--- src/rtl/emc_pkg.sv ---
package emc_pkg;
    typedef enum logic [1:0] {
        ST_IDLE,
        ST_ADDR,
        ST_ACC,
        ST_DONE
    } emc_state_e;
endpackage

--- src/rtl/emc_lane_plan.sv ---
module emc_lane_plan #(
    parameter int LS    = 1,
    parameter int SEG_W = 1
) (
    input  logic [1:0]       addr_lo,
    input  logic [2:0]       size,
    output logic [3:0]       mask,
    output logic [SEG_W-1:0] first_seg,
    output logic [SEG_W-1:0] last_seg
);
    logic [3:0] full;
    logic [3:0] m;
    logic [1:0] hi;

    always_comb begin
        case (size)
            3'd0:    full = 4'b0001;
            3'd1:    full = 4'b0011;
            default: full = 4'b1111;
        endcase
        m  = full << addr_lo;
        hi = 2'd0;
        for (int i = 0; i < 4; i++) begin
            if (m[i]) hi = 2'(i);
        end
        mask      = m;
        first_seg = SEG_W'(addr_lo >> LS);
        last_seg  = SEG_W'(hi >> LS);
    end
endmodule

--- src/rtl/emc_strobe_gen.sv ---
module emc_strobe_gen
    import emc_pkg::*;
#(
    parameter int DATA_W = 16,
    parameter int BYTES  = 2,
    parameter int SEG_W  = 1,
    parameter int AH_W   = 22,
    parameter int EXT_AW = 23
) (
    input  emc_state_e        st,
    input  logic              wr,
    input  logic              cs_sel,
    input  logic [3:0]        mask,
    input  logic [SEG_W-1:0]  seg,
    input  logic [AH_W-1:0]   addr_hi,
    input  logic [31:0]       hwdata,
    output logic [EXT_AW-1:0] mem_addr,
    output logic [1:0]        mem_cs_n,
    output logic              mem_oe_n,
    output logic              mem_we_n,
    output logic [BYTES-1:0]  mem_be_n,
    output logic [DATA_W-1:0] mem_dq_out,
    output logic              mem_dq_oe
);
    logic             active;
    logic             access;
    logic [BYTES-1:0] lanes;

    always_comb begin
        active     = (st == ST_ADDR) || (st == ST_ACC);
        access     = (st == ST_ACC);
        lanes      = mask[int'(seg)*BYTES +: BYTES];
        mem_addr   = {addr_hi, seg};
        mem_cs_n   = active ? (cs_sel ? 2'b01 : 2'b10) : 2'b11;
        mem_be_n   = active ? ~lanes : '1;
        mem_oe_n   = !(access && !wr);
        mem_we_n   = !(access && wr);
        mem_dq_oe  = access && wr;
        mem_dq_out = hwdata[int'(seg)*DATA_W +: DATA_W];
    end
endmodule

--- src/rtl/ahb_async_mem_ctrl.sv ---
module ahb_async_mem_ctrl
    import emc_pkg::*;
#(
    parameter int DATA_W  = 16,
    parameter int ACC_CYC = 2,
    parameter int CS_BIT  = 24,
    parameter logic [31:0] WIN_BASE = 32'h7000_0000
) (
    input  logic                                  hclk,
    input  logic                                  hresetn,
    input  logic                                  hsel,
    input  logic [31:0]                           haddr,
    input  logic [1:0]                            htrans,
    input  logic                                  hwrite,
    input  logic [2:0]                            hsize,
    input  logic [31:0]                           hwdata,
    input  logic                                  hready,
    output logic                                  hreadyout,
    output logic [31:0]                           hrdata,
    output logic                                  hresp,
    output logic [CS_BIT-$clog2(DATA_W/8)-1:0]    mem_addr,
    output logic [1:0]                            mem_cs_n,
    output logic                                  mem_oe_n,
    output logic                                  mem_we_n,
    output logic [DATA_W/8-1:0]                   mem_be_n,
    output logic [DATA_W-1:0]                     mem_dq_out,
    output logic                                  mem_dq_oe,
    input  logic [DATA_W-1:0]                     mem_dq_in
);
    localparam int BYTES   = DATA_W / 8;
    localparam int LS      = $clog2(BYTES);
    localparam int SEG_W   = 2 - LS;
    localparam int EXT_AW  = CS_BIT - LS;
    localparam int AH_W    = CS_BIT - 2;
    localparam int WIN_LSB = CS_BIT + 3;
    localparam int CNT_W   = $clog2(ACC_CYC + 1);

    typedef struct packed {
        emc_state_e       st;
        logic [AH_W-1:0]  ahi;
        logic             cs;
        logic             wr;
        logic [3:0]       mask;
        logic [SEG_W-1:0] seg;
        logic [SEG_W-1:0] last;
        logic [CNT_W-1:0] cnt;
        logic [31:0]      rdata;
    } regs_t;

    regs_t r_d, r_q;

    logic [3:0]       plan_mask;
    logic [SEG_W-1:0] plan_first;
    logic [SEG_W-1:0] plan_last;
    logic             accept;
    logic             in_win;
    logic             unused_bits;

    assign unused_bits = &{1'b0, htrans[0], haddr[WIN_LSB-1:CS_BIT+1]};

    emc_lane_plan #(
        .LS    (LS),
        .SEG_W (SEG_W)
    ) i_plan (
        .addr_lo   (haddr[1:0]),
        .size      (hsize),
        .mask      (plan_mask),
        .first_seg (plan_first),
        .last_seg  (plan_last)
    );

    always_comb begin
        accept = ((r_q.st == ST_IDLE) || (r_q.st == ST_DONE))
                 && hsel && hready && htrans[1];
        in_win = (haddr[31:WIN_LSB] == WIN_BASE[31:WIN_LSB]);
        r_d    = r_q;
        case (r_q.st)
            ST_IDLE, ST_DONE: begin
                if (accept) begin
                    r_d.rdata = '0;
                    if (in_win) begin
                        r_d.st   = ST_ADDR;
                        r_d.ahi  = haddr[CS_BIT-1:2];
                        r_d.cs   = haddr[CS_BIT];
                        r_d.wr   = hwrite;
                        r_d.mask = plan_mask;
                        r_d.seg  = plan_first;
                        r_d.last = plan_last;
                    end else begin
                        r_d.st = ST_DONE;
                    end
                end else begin
                    r_d.st = ST_IDLE;
                end
            end
            ST_ADDR: begin
                r_d.st  = ST_ACC;
                r_d.cnt = CNT_W'(ACC_CYC - 1);
            end
            ST_ACC: begin
                if (r_q.cnt == '0) begin
                    if (!r_q.wr) begin
                        for (int b = 0; b < BYTES; b++) begin
                            if (r_q.mask[int'(r_q.seg)*BYTES + b]) begin
                                r_d.rdata[(int'(r_q.seg)*BYTES + b)*8 +: 8] =
                                    mem_dq_in[b*8 +: 8];
                            end
                        end
                    end
                    if (r_q.seg == r_q.last) begin
                        r_d.st = ST_DONE;
                    end else begin
                        r_d.seg = r_q.seg + SEG_W'(1);
                        r_d.st  = ST_ADDR;
                    end
                end else begin
                    r_d.cnt = r_q.cnt - CNT_W'(1);
                end
            end
            default: r_d.st = ST_IDLE;
        endcase
    end

    always_ff @(posedge hclk or negedge hresetn) begin
        if (!hresetn) begin
            r_q <= '0;
        end else begin
            r_q <= r_d;
        end
    end

    assign hreadyout = (r_q.st == ST_IDLE) || (r_q.st == ST_DONE);
    assign hrdata    = r_q.rdata;
    assign hresp     = 1'b0;

    emc_strobe_gen #(
        .DATA_W (DATA_W),
        .BYTES  (BYTES),
        .SEG_W  (SEG_W),
        .AH_W   (AH_W),
        .EXT_AW (EXT_AW)
    ) i_strobe (
        .st         (r_q.st),
        .wr         (r_q.wr),
        .cs_sel     (r_q.cs),
        .mask       (r_q.mask),
        .seg        (r_q.seg),
        .addr_hi    (r_q.ahi),
        .hwdata     (hwdata),
        .mem_addr   (mem_addr),
        .mem_cs_n   (mem_cs_n),
        .mem_oe_n   (mem_oe_n),
        .mem_we_n   (mem_we_n),
        .mem_be_n   (mem_be_n),
        .mem_dq_out (mem_dq_out),
        .mem_dq_oe  (mem_dq_oe)
    );
endmodule

--- config.mk ---
export PLATFORM = sky130hd
export DESIGN_NAME = ahb_async_mem_ctrl
export DESIGN_NICKNAME = d
export VERILOG_FILES = /design/src/rtl/emc_pkg.sv /design/src/rtl/emc_lane_plan.sv /design/src/rtl/emc_strobe_gen.sv /design/src/rtl/ahb_async_mem_ctrl.sv
export SDC_FILE = /design/constraint.sdc
export NUM_CORES = 1
export LEC_CHECK = 0
export ABC_AREA = 1
export ABC_CLOCK_PERIOD_IN_PS = 2400
export BUFFER_PORTS_ARGS = -buffer_cell sky130_fd_sc_hd__buf_2
export CELL_PAD_IN_SITES_DETAIL_PLACEMENT = 0
export CELL_PAD_IN_SITES_GLOBAL_PLACEMENT = 1
export CORE_ASPECT_RATIO = 2
export CORE_MARGIN = 2
export CORE_UTILIZATION = 33
export DETAILED_ROUTE_END_ITERATION = 16
export PLACE_DENSITY = 0.89
export SETUP_SLACK_MARGIN = 0.3
export SYNTH_ARGS = -nofsm -noshare
export SYNTH_HDL_FRONTEND = slang
export SYNTH_HIERARCHICAL = 1
export SYNTH_SLANG_ARGS = --single-unit
--- constraint.sdc ---
create_clock -name hclk -period 2.4 [get_ports hclk]
set_clock_uncertainty 0.15 [all_clocks]
set_input_delay 0.72 -clock hclk [delete_from_list [all_inputs] [get_ports hclk]]
set_output_delay 0.72 -clock hclk [all_outputs]
set_load 0.02 [all_outputs]
After elaboration in Yosys (flattened, before gate mapping)
Cells that the tools add are included.

Multiply operators: 0. Muxes and demuxes: 35. Divide/modulo/power cells: 0. Bitwise logic cells: 1. Equal/unequal tests: 12. $lt $le $gt $ge: 2. $add $sub $neg: 5. Shift-type cells: 7. Reduce and logical (&&, ||, !) cells: 20.

Operators with widths (count): $mux W32 (8); $shift A8 B33 Y32 const A (2); $shiftx A8 B33 Y32 (2); $bwmux W32 (2); $pmux W32 S2 (1); $neg A5 Y33 (1); $neg A6 Y33 (1); $lt A32 B4 Y1 const B (1); $shiftx A32 B6 Y16 (1); $mux W2 (12); $ne A2 B2 Y1 const B (6); $pmux W4 S2 (1); $mux W1 (7); $pmux W2 S3 (1); $eq A5 B4 Y1 const B (1); $logic_and A1 B1 Y1 (5); $reduce_and A5 Y1 (1); $eq A2 B2 Y1 const B (2); $logic_not A2 Y1 (2); $pmux W2 S2 (1); $reduce_and A4 Y1 (1); $reduce_bool A2 Y1 (2); $shiftx A4 B3 Y2 (1); $shl A4 B2 Y4 (1); other kinds (16) (19).

Latch bits: 0. Memory bits (writable): 0. Logic and storage cells: 91. Memory bits (read-only): 0. Output and inout port bits: 80. Memories kept: 0. Flip-flop bits (word level): 66. Input bits: 90.

Logic depth before layout (Yosys ltp)
Word-level depth: 12. Mapped depth: 11.

Hierarchy
Netlist, hierarchy kept.

Modules (own cells, without submodules): ahb_async_mem_ctrl (cells an instance 403, sequential area each 1651.6 µm², area each 3280.6 µm², instances 1); emc_strobe_gen (cells an instance 94, sequential area each 0.0 µm², area each 495.5 µm², instances 1); emc_lane_plan (cells an instance 12, sequential area each 0.0 µm², area each 65.1 µm², instances 1).

Least setup slack after synthesis
No wires, ideal clock.

Path kind: flip-flop to output port. Start: register r_q[64] (netlist name). End: output port mem_cs_n[0]. Required time: 1530 ps. Setup slack: 531 ps. Arrival time: 999 ps. Stages on the path, launching flop included: 4. Buffers on the path: 0. Cell sequence: dfrtp_1 inv_1 ha_1 or2_2.

Cells in the longest elaborated chain, start to end: 3. Elaborated cells between the ends (all ways): 4. Those cells by class: eq/ne: 2; mux: 1; reduce/logical: 1.

Ends and longest elaborated chain: from (decl) (RTL line ahb_async_mem_ctrl.sv:50) `regs_t r_d, r_q;`; from (signal assigned) (RTL line ahb_async_mem_ctrl.sv:128) `r_q <= r_d;`; $eq A2 B1 Y1 or $eq A2 B2 Y1 (tied branches) (RTL line emc_strobe_gen.sv:30) `active = (st == ST_ADDR) || (st == ST_ACC);`; $logic_or A1 B1 Y1 * (RTL line emc_strobe_gen.sv:30); $mux W2 * (RTL line emc_strobe_gen.sv:34) `mem_cs_n = active ? (cs_sel ? 2'b01 : 2'b10) : 2'b11;`; to (decl) (RTL line ahb_async_mem_ctrl.sv:22) `output logic [1:0] mem_cs_n,`.

Every way passes the cells marked *; elsewhere a longest branch is shown, timed or not.

Worst setup path after layout
Start: register r_q[65] (netlist name). End: output port mem_cs_n[0].

The elaborated chain is that of the path after synthesis.

==> results.ini <==
[sta]
fmax_mhz=446
fin_tns_setup_ps=0
grt_setup_unrepaired=yes
finalMaxSlewViolations=0
min_period_ps=2240
final-setup-viol-count=0
hold_violations=0
fin_ws_ps=156
finalCritPeriodShare_pct=93.5

[clock_tree]
cts_tree=done
clkLatencyLatePin_ps=320
holdBufCountCts=0
clockRootBuffer=clkbuf_16
numClockSinks=66
clk_pin_slew_worst_paths_ps=50
h-tree-depth=3
cts.path.max_buffers=2
cts-buffers-inserted=9

[critical_path]
critPathMaxStageDelay_ps=440
end_kind=output port
cp.arrival_ps=1370
cp_max_fo=3
crit_path_start=r_q[65]
r2r_start=r_q[64]
cp-start-kind=flip-flop
required_ps=1530
crit_type=flip-flop to output port
crit_path_top_delay_cell=dfrtp_2
crit_chain=ha_4, or2_4, buf_6

[die]
num_rows=55
start_util_pct=33.8
die_h_um=157
die_w_um=80.3
die-area_um2=12600
ios=170
core-area_um2=11400

[logic_synthesis]
async_flop_share_pct=100
synth_edf_count=0
ys.flop_type=dfrtp_1
synth_area_leaders=dfrtp_1 43%, nand2_1 24%, buf_4 12%, nand3_1 4.4%, nor2_4 3.2%
synth_seq_area_share_pct=43.0
synth_area_um2=3840
yosysMostFrequentCell=nand2_1
ys_warn_count=6
netlist_instances=509
synth_common_cells=247 x nand2_1, 66 x dfrtp_1, 59 x buf_4
synth_top_area_share_pct=43.0
yosys.area.top_type=dfrtp_1
synth_nets=603
avgSynthCellArea_um2=7.55
synth_seq_cells=66
ys_types=29

[finish]
antenna_cells=0
multi_input_area_um2=1660
layout-drive-gt1-share_pct=39.8
seq_area_um2=1650
num-fill-cells=1178
final_cells=773
syn_to_final_growth_pct=30.1
final_util_pct=44.0
fin_nets=721

[grt]
gr-usage-all-layers_pct=16.7
overflow=0
grt_first_pass_wirelength_um=16300
grt_max_degree=67
grt_pass1_vias=3522
antenna_found_initial=0

[detailed_routing]
via_per_inst=4.51
dr.pass1.iters=4
wl_per_cell_um=13.5
drtAntennaViolNets=0
drcViolationCount=0
routed_wl_um=10400
route.vias.total=3486
drt_iter0_drc=121

[place]
port_buffers=165
place_congestion=0.817
dpl.hpwl_um=7540
dpl.cell_count=750
preCtsSetupSlack_ps=164

[status]
status=finished, final reports clean

[power_and_ir_drop]
powerDensity_nw_per_um2=956
cellLeakagePower_nw=2.95
ir_worst_vdd_mv=0.493

[min_path]
min_path_type=input port to asynchronous set/reset pin

[flow_run]
cap_violations=0

cells by family (layout without fill, tap and decap cells):
family	Yosys count	in the layout	synth area share [%]
compound gates	13	13	2.15
fa+ha+maj	4	4	1.30
buf+inv	104	226	17.1
flops	66	66	43.0
other cells	1	1	0.0976
simple gates	321	321	36.3
flip-flops by register name, summed over array words and instances (netlist names):
signal and flops:
hrdata 32, r_q 34
metal layers:
| layer | part of all wire, % | wire [um] | vias up | global-route usage, % |
|---|---|---|---|---|
| li1 | - | - | 1726 | - |
| met1 | 36 | 3740 | 1626 | 18.4 |
| met2 | 57 | 5880 | 110 | 30.2 |
| met3 | 4.5 | 468 | 24 | 3.17 |
| met4 | 3.0 | 311 | 0 | 7.34 |
| met5 | 0 | 0 | - | 0 |
power breakdown:
| part | total [mW] | switching, mW | leakage [nW] | internal [mW] |
|---|---|---|---|---|
| logic | 2.13 | 1.33 | 1.90 | 0.799 |
| registers | 1.31 | 0.0889 | 0.901 | 1.22 |
| clock network | 1.33 | 0.453 | 0.152 | 0.881 |
worst paths after layout:
kind	endpoint	slack [ps]	cells past startpoint
setup / recovery	mem_cs_n[0]	160	3
hold / removal	hrdata[29]	260	2
setup reg to reg	hrdata[6]	460	9
hold reg to reg	hrdata[13]	310	2
max in group asynchronous	r_q[65]	1530	2
min in group hclk	hrdata[13]	310	2
layout by cell type, fill, tap and decap left out, drive strengths merged:
cell type  Yosys  final
nand2        252    252
clkbuf         8     14
nand3         40     40
or2            2      2
clkinv         0      1
buf           66    180
o21ai          6      6
o22ai          1      1
ha             4      4
conb           1      1
dfrtp         66     66
bufinv         0      1
nor2          27     27
o21bai         1      1
a21boi         1      1
inv           30     30
a21oi          4      4
metrics by stage:
| stage | cell area [um^2] | power [mW] | hold slack, ps |
|---|---|---|---|
| 2_1_floorplan | 3840 | 2.64 | 274 |
| 3_3_place_gp | 4380 | 2.98 | 301 |
| 3_5_place_dp | 4380 | 3.02 | 305 |
| 4_1_cts | 4760 | 4.51 | 270 |
| 5_1_grt | 5000 | 5.07 | 296 |
| 6_report | 5000 | 4.78 | 262 |
critical path: cells and delay by family, from the launching register on:
family                   cells  cell delay [ps]
flip-flops                   1              440
buffers and inverters        1              130
AND/OR/NAND/NOR              1              230
adder cells (fa/ha/maj)      1              250
area by class of cell:
class | count | area share, %
repair buffers | 181 | 21.6
multi-input cells | 339 | 33.2
clock inverters | 2 | 0.701
clock buffers | 13 | 5.41
flip-flops and latches | 66 | 33.1
inverters | 30 | 2.45
well taps | 142 | 3.55
repair_timing:
item / CTS / global route
buffers inserted: 3 / 4
gates resized for setup: 12 / 53
endpoints found under the hold margin: 0 / 0
setup endpoints to repair: 55 / 78
pin swaps: 2 / 8
cloned: 0 / 1
Power figures use the tool's default switching activity.
